**src/rtl/adc_trig_pkg.sv**
```systemverilog
package adc_trig_pkg;

  localparam int REG_W = 8;
  localparam int ADR_W = 4;

  localparam logic [3:0] MODE_SPECIAL = 4'b1011;

  localparam logic [ADR_W-1:0] ADDR_CTRL    = 4'd0;
  localparam logic [ADR_W-1:0] ADDR_MODE    = 4'd1;
  localparam logic [ADR_W-1:0] ADDR_CMP_LO  = 4'd2;
  localparam logic [ADR_W-1:0] ADDR_CMP_HI  = 4'd3;
  localparam logic [ADR_W-1:0] ADDR_RES_HI  = 4'd4;
  localparam logic [ADR_W-1:0] ADDR_RES_LO  = 4'd5;
  localparam logic [ADR_W-1:0] ADDR_FLAG    = 4'd6;
  localparam logic [ADR_W-1:0] ADDR_TB_BASE = 4'd8;

  // control register layout, bit 7 down to bit 0
  typedef struct packed {
    logic [1:0] clk_sel;
    logic [2:0] chan;
    logic       go;
    logic       rsvd;
    logic       en;
  } ctrl_t;

endpackage

```
**src/rtl/atc_timebase.sv**
```systemverilog
module atc_timebase #(
  parameter int CNT_W = 16,
  parameter int N_TB  = 2,
  localparam int SEL_W = (N_TB > 1) ? $clog2(N_TB) : 1
) (
  input  logic                    clk,
  input  logic                    rst,
  input  logic                    clr_en,
  input  logic [SEL_W-1:0]        clr_idx,
  output logic [N_TB*CNT_W-1:0]   cnt_o
);

  generate
    for (genvar g = 0; g < N_TB; g++) begin : g_tb
      logic [CNT_W-1:0] cnt_q;
      always_ff @(posedge clk) begin
        if (rst) begin
          cnt_q <= '0;
        end else if (clr_en && (clr_idx == SEL_W'(g))) begin
          cnt_q <= '0;
        end else begin
          cnt_q <= cnt_q + 1'b1;
        end
      end
      assign cnt_o[g*CNT_W +: CNT_W] = cnt_q;
    end
  endgenerate

endmodule

```
**src/rtl/atc_compare.sv**
```systemverilog
module atc_compare #(
  parameter int CNT_W = 16,
  parameter int N_TB  = 2,
  localparam int SEL_W = (N_TB > 1) ? $clog2(N_TB) : 1
) (
  input  logic [N_TB*CNT_W-1:0] cnt_i,
  input  logic [SEL_W-1:0]      sel_i,
  input  logic [CNT_W-1:0]      cmp_i,
  input  logic [3:0]            mode_i,
  output logic                  match_o
);
  import adc_trig_pkg::*;

  logic [CNT_W-1:0] picked;

  always_comb begin
    picked = '0;
    for (int g = 0; g < N_TB; g++) begin
      if (sel_i == SEL_W'(g)) picked = cnt_i[g*CNT_W +: CNT_W];
    end
  end

  assign match_o = (mode_i == MODE_SPECIAL) && (picked == cmp_i);

endmodule

```
**src/rtl/atc_sequencer.sv**
```systemverilog
module atc_sequencer #(
  parameter int SMP_W       = 10,
  parameter int CONV_CYCLES = 12,
  parameter int REG_W       = 8,
  localparam int CW         = $clog2(CONV_CYCLES),
  localparam int RES_W      = 2 * REG_W
) (
  input  logic             clk,
  input  logic             rst,
  input  logic             rst_por,
  input  logic             start_i,
  input  logic [SMP_W-1:0] sample_i,
  output logic             busy_o,
  output logic             end_o,
  output logic [REG_W-1:0] res_hi_o,
  output logic [REG_W-1:0] res_lo_o
);

  logic          busy_q;
  logic [CW-1:0] left_q;
  logic [RES_W-1:0] res_q;

  assign end_o = busy_q && (left_q == '0);

  always_ff @(posedge clk) begin
    if (rst) begin
      busy_q <= 1'b0;
      left_q <= '0;
    end else if (!busy_q) begin
      if (start_i) begin
        busy_q <= 1'b1;
        left_q <= CW'(CONV_CYCLES - 1);
      end
    end else if (left_q == '0) begin
      busy_q <= 1'b0;
    end else begin
      left_q <= left_q - 1'b1;
    end
  end

  // result survives the non-power-on reset
  always_ff @(posedge clk) begin
    if (rst_por) begin
      res_q <= '0;
    end else if (end_o) begin
      res_q <= RES_W'(sample_i);
    end
  end

  assign busy_o   = busy_q;
  assign res_hi_o = res_q[RES_W-1:REG_W];
  assign res_lo_o = res_q[REG_W-1:0];

endmodule

```
**src/rtl/atc_regs.sv**
```systemverilog
module atc_regs #(
  parameter int CNT_W = 16,
  parameter int N_TB  = 2,
  localparam int SEL_W = (N_TB > 1) ? $clog2(N_TB) : 1,
  localparam int REG_W = adc_trig_pkg::REG_W,
  localparam int ADR_W = adc_trig_pkg::ADR_W,
  localparam int EXT_W = 2 * REG_W
) (
  input  logic                  clk,
  input  logic                  rst,
  input  logic                  wr_en,
  input  logic                  rd_en,
  input  logic [ADR_W-1:0]      addr,
  input  logic [REG_W-1:0]      wdata,
  input  logic                  busy_i,
  input  logic                  conv_end_i,
  input  logic [REG_W-1:0]      res_hi_i,
  input  logic [REG_W-1:0]      res_lo_i,
  input  logic [N_TB*CNT_W-1:0] cnt_i,
  output logic                  en_o,
  output logic [2:0]            chan_o,
  output logic [1:0]            clk_sel_o,
  output logic [3:0]            mode_o,
  output logic [SEL_W-1:0]      sel_o,
  output logic [CNT_W-1:0]      cmp_o,
  output logic                  flag_o,
  output logic                  sw_go_o,
  output logic [REG_W-1:0]      rd_data_o,
  output logic                  rd_valid_o
);
  import adc_trig_pkg::*;

  ctrl_t            wr_ctrl;
  logic             en_q;
  logic [2:0]       chan_q;
  logic [1:0]       clk_sel_q;
  logic [3:0]       mode_q;
  logic [SEL_W-1:0] sel_q;
  logic [CNT_W-1:0] cmp_q;
  logic             flag_q;
  logic [REG_W-1:0] rd_mux;
  logic [REG_W-1:0] rd_q;
  logic             rdv_q;
  logic [EXT_W-1:0] cmp_ext;

  assign wr_ctrl = ctrl_t'(wdata);
  assign sw_go_o = wr_en && (addr == ADDR_CTRL) && wr_ctrl.go && wr_ctrl.en;
  assign cmp_ext = EXT_W'(cmp_q);

  always_ff @(posedge clk) begin
    if (rst) begin
      en_q      <= 1'b0;
      chan_q    <= '0;
      clk_sel_q <= '0;
      mode_q    <= '0;
      sel_q     <= '0;
      cmp_q     <= '0;
    end else if (wr_en) begin
      case (addr)
        ADDR_CTRL: begin
          en_q      <= wr_ctrl.en;
          chan_q    <= wr_ctrl.chan;
          clk_sel_q <= wr_ctrl.clk_sel;
        end
        ADDR_MODE: begin
          mode_q <= wdata[3:0];
          sel_q  <= wdata[4 +: SEL_W];
        end
        ADDR_CMP_LO: cmp_q[REG_W-1:0] <= wdata;
        ADDR_CMP_HI: cmp_q[CNT_W-1:REG_W] <= wdata[CNT_W-REG_W-1:0];
        default: ;
      endcase
    end
  end

  // completion wins over a software clear in the same cycle
  always_ff @(posedge clk) begin
    if (rst) begin
      flag_q <= 1'b0;
    end else if (conv_end_i) begin
      flag_q <= 1'b1;
    end else if (wr_en && (addr == ADDR_FLAG) && !wdata[0]) begin
      flag_q <= 1'b0;
    end
  end

  always_comb begin
    rd_mux = '0;
    case (addr)
      ADDR_CTRL:   rd_mux = {clk_sel_q, chan_q, busy_i, 1'b0, en_q};
      ADDR_MODE: begin
        rd_mux[3:0]       = mode_q;
        rd_mux[4 +: SEL_W] = sel_q;
      end
      ADDR_CMP_LO: rd_mux = cmp_ext[REG_W-1:0];
      ADDR_CMP_HI: rd_mux = cmp_ext[EXT_W-1:REG_W];
      ADDR_RES_HI: rd_mux = res_hi_i;
      ADDR_RES_LO: rd_mux = res_lo_i;
      ADDR_FLAG:   rd_mux = {{(REG_W-1){1'b0}}, flag_q};
      default: begin
        for (int g = 0; g < N_TB; g++) begin
          if (addr == ADR_W'(ADDR_TB_BASE + 2*g))
            rd_mux = REG_W'(cnt_i[g*CNT_W +: REG_W]);
          else if (addr == ADR_W'(ADDR_TB_BASE + 2*g + 1))
            rd_mux = REG_W'(cnt_i[g*CNT_W + REG_W +: (CNT_W-REG_W)]);
        end
      end
    endcase
  end

  always_ff @(posedge clk) begin
    if (rst) begin
      rd_q  <= '0;
      rdv_q <= 1'b0;
    end else begin
      rdv_q <= rd_en;
      if (rd_en) rd_q <= rd_mux;
    end
  end

  assign en_o       = en_q;
  assign chan_o     = chan_q;
  assign clk_sel_o  = clk_sel_q;
  assign mode_o     = mode_q;
  assign sel_o      = sel_q;
  assign cmp_o      = cmp_q;
  assign flag_o     = flag_q;
  assign rd_data_o  = rd_q;
  assign rd_valid_o = rdv_q;

endmodule

```
**src/rtl/adc_trig_ctrl.sv**
```systemverilog
module adc_trig_ctrl #(
  parameter int CNT_W       = 16,
  parameter int N_TB        = 2,
  parameter int SMP_W       = 10,
  parameter int CONV_CYCLES = 12,
  localparam int SEL_W      = (N_TB > 1) ? $clog2(N_TB) : 1,
  localparam int REG_W      = adc_trig_pkg::REG_W,
  localparam int ADR_W      = adc_trig_pkg::ADR_W
) (
  input  logic             clk,
  input  logic             rst_por,
  input  logic             rst_sys,
  input  logic             wr_en,
  input  logic             rd_en,
  input  logic [ADR_W-1:0] addr,
  input  logic [REG_W-1:0] wdata,
  output logic [REG_W-1:0] rd_data,
  output logic             rd_valid,
  input  logic [SMP_W-1:0] sample_i,
  output logic             adc_trig_o,
  output logic             conv_busy_o,
  output logic             done_irq_o,
  output logic [2:0]       chan_sel_o,
  output logic [1:0]       clk_sel_o
);

  logic                  rst_any;
  logic [N_TB*CNT_W-1:0] cnt_flat;
  logic [SEL_W-1:0]      tb_sel;
  logic [CNT_W-1:0]      cmp;
  logic [3:0]            mode;
  logic                  match;
  logic                  en;
  logic                  sw_go;
  logic                  busy;
  logic                  conv_end;
  logic                  start;
  logic                  trig_q;
  logic                  flag;
  logic [REG_W-1:0]      res_hi;
  logic [REG_W-1:0]      res_lo;

  assign rst_any = rst_por | rst_sys;

  atc_timebase #(.CNT_W(CNT_W), .N_TB(N_TB)) u_tb (
    .clk     (clk),
    .rst     (rst_any),
    .clr_en  (match),
    .clr_idx (tb_sel),
    .cnt_o   (cnt_flat)
  );

  atc_compare #(.CNT_W(CNT_W), .N_TB(N_TB)) u_cmp (
    .cnt_i   (cnt_flat),
    .sel_i   (tb_sel),
    .cmp_i   (cmp),
    .mode_i  (mode),
    .match_o (match)
  );

  assign start = (match && en) || sw_go;

  atc_sequencer #(.SMP_W(SMP_W), .CONV_CYCLES(CONV_CYCLES), .REG_W(REG_W)) u_seq (
    .clk      (clk),
    .rst      (rst_any),
    .rst_por  (rst_por),
    .start_i  (start),
    .sample_i (sample_i),
    .busy_o   (busy),
    .end_o    (conv_end),
    .res_hi_o (res_hi),
    .res_lo_o (res_lo)
  );

  atc_regs #(.CNT_W(CNT_W), .N_TB(N_TB)) u_regs (
    .clk        (clk),
    .rst        (rst_any),
    .wr_en      (wr_en),
    .rd_en      (rd_en),
    .addr       (addr),
    .wdata      (wdata),
    .busy_i     (busy),
    .conv_end_i (conv_end),
    .res_hi_i   (res_hi),
    .res_lo_i   (res_lo),
    .cnt_i      (cnt_flat),
    .en_o       (en),
    .chan_o     (chan_sel_o),
    .clk_sel_o  (clk_sel_o),
    .mode_o     (mode),
    .sel_o      (tb_sel),
    .cmp_o      (cmp),
    .flag_o     (flag),
    .sw_go_o    (sw_go),
    .rd_data_o  (rd_data),
    .rd_valid_o (rd_valid)
  );

  always_ff @(posedge clk) begin
    if (rst_any) trig_q <= 1'b0;
    else         trig_q <= match;
  end

  assign adc_trig_o  = trig_q;
  assign conv_busy_o = busy;
  assign done_irq_o  = flag;

endmodule

```
**config.mk**
```make
export PLATFORM = sky130hd
export DESIGN_NAME = adc_trig_ctrl
export DESIGN_NICKNAME = d
export VERILOG_FILES = /design/src/rtl/adc_trig_pkg.sv /design/src/rtl/atc_timebase.sv /design/src/rtl/atc_compare.sv /design/src/rtl/atc_sequencer.sv /design/src/rtl/atc_regs.sv /design/src/rtl/adc_trig_ctrl.sv
export SDC_FILE = /design/constraint.sdc
export NUM_CORES = 1
export LEC_CHECK = 0
export BUFFER_PORTS_ARGS = -buffer_cell sky130_fd_sc_hd__buf_2
export CORE_UTILIZATION = 45
export CTS_CLUSTER_DIAMETER = 50
export CTS_CLUSTER_SIZE = 8
export DETAILED_ROUTE_END_ITERATION = 6
export HOLD_SLACK_MARGIN = 0.02
export PLACE_DENSITY = 0.74
export SYNTH_ARGS = -nofsm -noshare
export SYNTH_HDL_FRONTEND = slang
export SYNTH_SLANG_ARGS = --single-unit
export TNS_END_PERCENT = 50
```
**constraint.sdc**
```tcl
create_clock -name clk -period 5.9 [get_ports clk]
set_input_delay 0.295 -clock clk [delete_from_list [all_inputs] [get_ports clk]]
set_output_delay 0.295 -clock clk [all_outputs]
set_load 0.1 [all_outputs]
```
==> metrics.md, run 1 <==
| Metric | Value |
|---|---|
| Top-count cell post-synth | `dfxtp_1` |
| Synth Instances | `512` |
| Drt via density | `5.66` |
| Clock buffer depth | `2` |
| Die H | `101 um` |
| EDFF count, synth | `0` |
| Tmin final | `2.97 ns` |
| Reg clk slew, reported paths | `0.10 ns` |
| Worst Hold Class | `primary input to flip-flop` |
| Starting Density | `0.471` |
| Final worst slack | `2.93 ns` |
| Clock Skew | `0.0137 ns` |
| WP buf/inv | `0` |
| CP peak stage delay | `1.10 ns` |
| Tot GR Track Use | `0.235` |
| CP endpoint kind | `flip-flop` |
| Crit-path cells | `mux2i_1 -> xnor2_1 -> nor4_1 -> nand4_1 -> nor2_1 -> and2_1 -> nor3_1` |
| Clock Latency Late Sink | `0.37 ns` |
| Register area share after synthesis | `0.387` |
| GPL Wtd Cong | `0.915` |
| Layout Nets | `566` |
| Ys async rst share | `0` |
| Reg power frac | `0.546` |
| Critical path fanouts, max | `20` |
| Final Max Tran Viols | `0` |
| Yosys reg bits | `85` |
| Status | `finished, final reports clean` |
| Diode count | `0` |
| DR WL/cell | `16.8 um` |
| Fin Hold WS | `0.155 ns` |
| Worst slew pin tran | `1.28 ns` |
| Hold-fix buffers at CTS | `0` |
| Sw power | `299 uW` |
| DRC | `0` |
| Congestion Overflow GR | `0` |
| Max_cap viols | `0` |
| RSZ-0062 raised after global routing | `false` |
| CORE AREA | `9330 um2` |
| Die Wd | `101 um` |
| Commonest cells post-synth | `dfxtp_1 (85), nand2_1 (63), mux2i_1 (52), nor2_1 (48), a21oi_1 (34)` |
| Max-slew headroom | `0.142` |
| Comb power frac | `0.079` |
| Post-CTS setup buffer count | `0` |
| Final setup violating endpoints | `0` |
| Mapped Nets | `542` |
| WP data arrival | `3.20 ns` |
| YS warnings | `0` |
| Total Power | `1070 uW` |
| Critical path class | `flip-flop to flip-flop` |
| Sw Share | `0.281` |
| DP HPWL | `8270 um` |
| Area Growth Syn to Fin | `9.57%` |
| CP top delay family | `simple AND/OR/NAND/NOR gates` |
| Hold Vio Cnt, Final | `0` |
| Iter 0 DRT Violations | `325` |
| Initial antenna violation count | `0` |
| Avg Synthesized Cell Area | `8.58 um2` |
| CTS tree | `yes` |
| Placed Cells | `654` |
| Ys flop type | `dfxtp_1` |
| PD cells | `222 nW/um2` |
| Tcrit/Tclk final | `0.504` |
| Area share of the largest cell type after synthesis | `0.387` |
| Setup slack at placement | `2.99 ns` |
| Num rows | `35` |
| Critical Path Start Type | `flip-flop` |
| Detailed Route WL | `11200 um` |
| Share of cells above drive strength 1 | `0.139` |
| Clock power share | `0.376` |
| First-pass GRT wire length | `18100 um` |
| First-pass DRT Iterations | `5` |
| Fin Setup TNS | `0 ns` |
| H-Tree Depth | `3` |
| Final instance count without filler cells | `670` |
| Die Footprint | `10200 um2` |
| Fmax | `0.336 GHz` |
| Synth Cell Area | `4390 um2` |
| Pint | `768 uW` |
| Yosys cell types | `46` |
| Port bufs | `43` |
| Data required, critical path | `6.13 ns` |
| Via count | `3794` |
| Clock buffer count from CTS | `9` |
| Clock sinks | `85` |
| Root buf cell | `clkbuf_8` |
| Vias in the first global route | `3610` |
| Final ANT Viol Nets | `0` |
| Max VDD drop | `0.000139 V` |
| Synth area leaders | `dfxtp_1 (39%), mux2i_1 (12%), nand2_1 (5.4%)` |
| LEAKAGE | `0.00177 uW` |
| CTS resizes | `0` |
| Pin count of the biggest net entering global routing | `42` |
| CP max-delay cell | `dfxtp_1` |
| Num ports | `44` |
| Synth area leader | `dfxtp_1` |
sequential cells by signal, indices dropped and copies added (netlist names), 2 cells and up:
register          count
u_regs.chan_o         3
u_regs.cmp_o         16
u_tb.g_tb.cnt_q      32
u_regs.clk_sel_o      2
u_regs.mode_o         4
u_seq.left_q          4
u_seq.res_q          10
u_regs.rd_data_o      8
power groups by stage:
stage	clock network, uW	registers (uW)	logic, uW
floorplan	0	606	48.2
global placement	0	595	81.5
detailed placement	0	595	82.5
CTS	407	582	82.8
global route	428	583	90.8
finish	401	582	83.8
final cells by class:
class | instances | area, um2
inverters | 6 | 22.5
repair buffers | 44 | 223
clock inverters | 7 | 63.8
fillers | 903 | 4520
flip-flops and latches | 85 | 1700
well taps | 129 | 161
clock buffers | 9 | 124
multi-input cells | 390 | 2520
worst paths after layout:
kind	from	to	slack, ns	depth (start not counted)
setup / recovery	u_regs.sel_o	u_tb.g_tb[1].cnt_q[15]	2.93	7
setup reg to reg	u_regs.sel_o	u_tb.g_tb[1].cnt_q[15]	2.93	7
hold reg to reg	u_seq.res_q[7]	u_seq.res_q[7]	0.46	2
hold / removal	sample_i[7]	u_seq.res_q[7]	0.16	3
cell families after synthesis:
logic type               Yosys count  share of synthesized area
AND/OR/NAND/NOR                  204                      0.219
flip-flops                        85                      0.387
XOR/XNOR                          44                     0.0877
buffers and inverters             37                     0.0396
AO/OA/AOI/OAI                     76                      0.104
adder cells (fa/ha/maj)            3                    0.00855
multiplexers                      63                      0.154
metal layers:
layer,global-route usage,up-vias,wire (um)
met1,0.306,1807,5030
met3,0.0451,24,671
met4,0.0780,0,244
li1,-,1831,-
met5,0,-,0
met2,0.390,132,5300
layout by cell type, fill, tap and decap left out, types with 9 or more instances in the layout:
master	netlist	layout
a21oi_1	34	34
buf_2	4	43
clkbuf_8	0	9
dfxtp_1	85	85
mux2i_1	52	52
nand2_1	63	63
nand3_1	16	16
nor2_1	48	48
nor3_1	32	32
o21ai_0	19	19
xnor2_1	23	23
xor2_1	21	21
through the flow:
stage | util | instance area [um2]
2_1_floorplan | - | 4390
3_3_place_gp | 0.496 | 4620
3_5_place_dp | 0.496 | 4620
4_1_cts | 0.516 | 4810
5_1_grt | 0.516 | 4810
6_report | 0.516 | 4810
worst register-to-register path, stage by stage (launching register included):
cell	delay, ns
dfxtp_1	1.10
mux2i_1	0.33
xnor2_1	0.11
nor4_1	0.30
nand4_1	0.18
nor2_1	0.17
and2_1	0.52
nor3_1	0.12
Note: power is estimated with default switching activity, not from simulation.
==> run 2, diff against run 1 <==
--- a/config.mk
+++ b/config.mk
@@ -11,7 +11,7 @@
 export CTS_CLUSTER_SIZE = 8
 export DETAILED_ROUTE_END_ITERATION = 6
 export HOLD_SLACK_MARGIN = 0.02
-export PLACE_DENSITY = 0.74
+export PLACE_DENSITY = 0.76
 export SYNTH_ARGS = -nofsm -noshare
 export SYNTH_HDL_FRONTEND = slang
 export SYNTH_SLANG_ARGS = --single-unit
==> constraint.sdc (replaced) <==
create_clock -name clk -period 2.7 [get_ports clk]
set_input_delay 0.135 -clock clk [delete_from_list [all_inputs] [get_ports clk]]
set_output_delay 0.135 -clock clk [all_outputs]
set_load 0.1 [all_outputs]
==> metrics.md, run 2 (same netlist as run 1, synthesis figures left out) <==
| Metric | Value |
|---|---|
| GPL Wtd Cong | `0.964 (was 0.915)` |
| Placed Cells | `659 (was 654)` |
| Setup slack at placement | `0.540 ns (was 2.99 ns)` |
| First-pass DRT Iterations | `7 (was 5)` |
| Pin count of the biggest net entering global routing | `40 (was 42)` |
| Iter 0 DRT Violations | `321 (was 325)` |
| CTS tree | `yes (unchanged)` |
| Vias in the first global route | `3630 (was 3610)` |
| Tot GR Track Use | `0.241 (was 0.235)` |
| H-Tree Depth | `3 (unchanged)` |
| WP data arrival | `2.46 ns (was 3.20 ns)` |
| Fin Setup TNS | `0 ns (unchanged)` |
| DP HPWL | `8220 um (was 8270 um)` |
| Clock Skew | `0.0154 ns (was 0.0137 ns)` |
| Diode count | `0 (unchanged)` |
| Final Core Density | `0.538 (was 0.516)` |
| RSZ-0062 raised after global routing | `false (unchanged)` |
| DRC | `0 (unchanged)` |
| Critical Path Start Type | `flip-flop (unchanged)` |
| Initial antenna violation count | `0 (unchanged)` |
| Reg clk slew, reported paths | `0.10 ns (about the same)` |
| Drt via density | `5.62 (was 5.66)` |
| CP top delay family | `compound AO/OA/AOI/OAI gates (was simple AND/OR/NAND/NOR gates)` |
| Clock sinks | `85 (unchanged)` |
| CORE AREA | `9330 um2 (unchanged)` |
| Critical path fanouts, max | `19 (was 20)` |
| PD cells | `488 nW/um2 (was 222 nW/um2)` |
| Most common cell after layout, fill and taps aside | `dfxtp_1 (unchanged)` |
| Worst slew pin tran | `0.655 ns (was 1.28 ns)` |
| Congestion Overflow GR | `0 (unchanged)` |
| Worst hold start | `wdata[7] (was sample_i[7])` |
| Hold Path Depth | `3 (unchanged)` |
| Clock Latency Late Sink | `0.37 ns (about the same)` |
| Final instance count without filler cells | `687 (was 670)` |
| Die H | `101 um (unchanged)` |
| Root buf cell | `clkbuf_8 (unchanged)` |
| Flop2flop setup slack | `0.50 ns (was 2.93 ns)` |
| WP buf/inv | `1 (was 0)` |
| CP endpoint kind | `flip-flop (unchanged)` |
| Layout Nets | `583 (was 566)` |
| DR WL/cell | `16.6 um (was 16.8 um)` |
| Tcrit/Tclk final | `0.817 (was 0.504)` |
| CP max-delay cell | `dfxtp_1 (unchanged)` |
| LEAKAGE | `0.00187 uW (was 0.00177 uW)` |
| Final setup violating endpoints | `0 (unchanged)` |
| Final Max Tran Viols | `0 (unchanged)` |
| CP peak stage delay | `0.39 ns (was 1.10 ns)` |
| Final worst slack | `0.495 ns (was 2.93 ns)` |
| Status | `finished, final reports clean (unchanged)` |
| Clock buffer depth | `2 (unchanged)` |
| Detailed Route WL | `11400 um (was 11200 um)` |
| Fmax | `0.454 GHz (was 0.336 GHz)` |
| Max-slew headroom | `0.563 (was 0.142)` |
| Port bufs | `43 (unchanged)` |
| Total Power | `2450 uW (was 1070 uW)` |
| Starting Density | `0.471 (unchanged)` |
| Area Growth Syn to Fin | `14.2% (was 9.57%)` |
| Post-CTS setup buffer count | `0 (unchanged)` |
| Commonest non-fill, non-tap cells in the layout | `dfxtp_1 (85), nand2_1 (63), mux2i_1 (52) (unchanged)` |
| Die Footprint | `10200 um2 (unchanged)` |
| R2R cell count | `8 (was 7)` |
| Largest register by flop count | `u_tb.g_tb.cnt_q (unchanged)` |
| Critical Path Stages | `8 (was 7)` |
| Max_cap viols | `0 (unchanged)` |
| Worst Hold Class | `primary input to flip-flop (unchanged)` |
| Crit-path cells | `buf_12 -> mux2i_1 -> xnor2_1 -> nor4_1 -> nand4_1 -> o31ai_2 -> nand2_1 -> a32o_1 (was mux2i_1 -> xnor2_1 -> nor4_1 -> nand4_1 -> nor2_1 -> and2_1 -> nor3_1)` |
| Num ports | `44 (unchanged)` |
| First-pass GRT wire length | `18700 um (was 18100 um)` |
| Reg-to-Reg Start | `u_regs.sel_o (unchanged)` |
| RR Endpoint | `u_seq.left_q[3] (was u_tb.g_tb[1].cnt_q[15])` |
| Critical path class | `flip-flop to flip-flop (unchanged)` |
| Share of cells above drive strength 1 | `0.143 (was 0.139)` |
| Die Wd | `101 um (unchanged)` |
| Hold Vio Cnt, Final | `0 (unchanged)` |
| Critical Path Start | `u_regs.sel_o (unchanged)` |
| Data required, critical path | `2.95 ns (was 6.13 ns)` |
| Layout fillers | `863 (was 903)` |
| Final ANT Viol Nets | `0 (unchanged)` |
| Max VDD drop | `0.000306 V (was 0.000139 V)` |
| Largest register FFs | `32 (unchanged)` |
| Tmin final | `2.20 ns (was 2.97 ns)` |
| Clock buffer count from CTS | `9 (unchanged)` |
| Via count | `3859 (was 3794)` |
| Num rows | `35 (unchanged)` |
| Worst Hold End | `u_regs.clk_sel_o[1] (was u_seq.res_q[7])` |
-- run 2: where the power goes --
part / leakage, uW / internal (uW) / switching [uW]
Sequential: 0.000686 / 1260 / 10.6
Combinational: 0.00108 / 74.8 / 129
Clock: 0.000108 / 451 / 521
Total: 0.00187 / 1790 / 660
-- run 2: stage by stage --
stage	cell area (um2)	hold slack [ns]
floorplan	4390	0.271
global placement	4690	0.376
detailed placement	4690	0.382
CTS	5010	0.0222
global route	5020	0.0253
finish	5020	0.0331
-- run 2: timing repair --
action | CTS | global route
hold endpoints to repair | 11 | 1
endpoints found under the setup margin | 0 | 0
gates resized for setup | 0 | 0
hold buffers | 11 | 1
-- run 2: worst max path at each step --
stage	end	slack, ns
2_1_floorplan	u_seq.left_q[3]	0.50
5_1_grt	u_tb.g_tb[1].cnt_q[7]	0.33
3_3_place_gp	u_seq.left_q[3]	0.55
3_5_place_dp	u_tb.g_tb[1].cnt_q[11]	0.54
6_report	u_seq.left_q[3]	0.50
4_1_cts	u_tb.g_tb[1].cnt_q[7]	0.51
-- run 2: layer usage --
layer / GRT usage / routed length (um)
met5: 0 / 0
met2: 0.401 / 5260
met3: 0.0437 / 791
met4: 0.0747 / 230
met1: 0.316 / 5110
-- run 2: final cells by class --
cell class              count  area (um2)  area share
well taps                 129         161      0.0322
inverters                   6        22.5     0.00449
clock inverters             7        85.1      0.0170
clock buffers               9         124      0.0247
multi-input cells         390        2520       0.502
flip-flops and latches     85        1700       0.339
repair buffers             61         405      0.0808
-- run 2: worst reg2reg max path, stage by stage, from the launching register on --
cell and delay (ns):
dfxtp_1 0.39, buf_12 0.20, mux2i_1 0.33, xnor2_1 0.13, nor4_1 0.28, nand4_1 0.14, o31ai_2 0.28, nand2_1 0.09
a32o_1 0.25
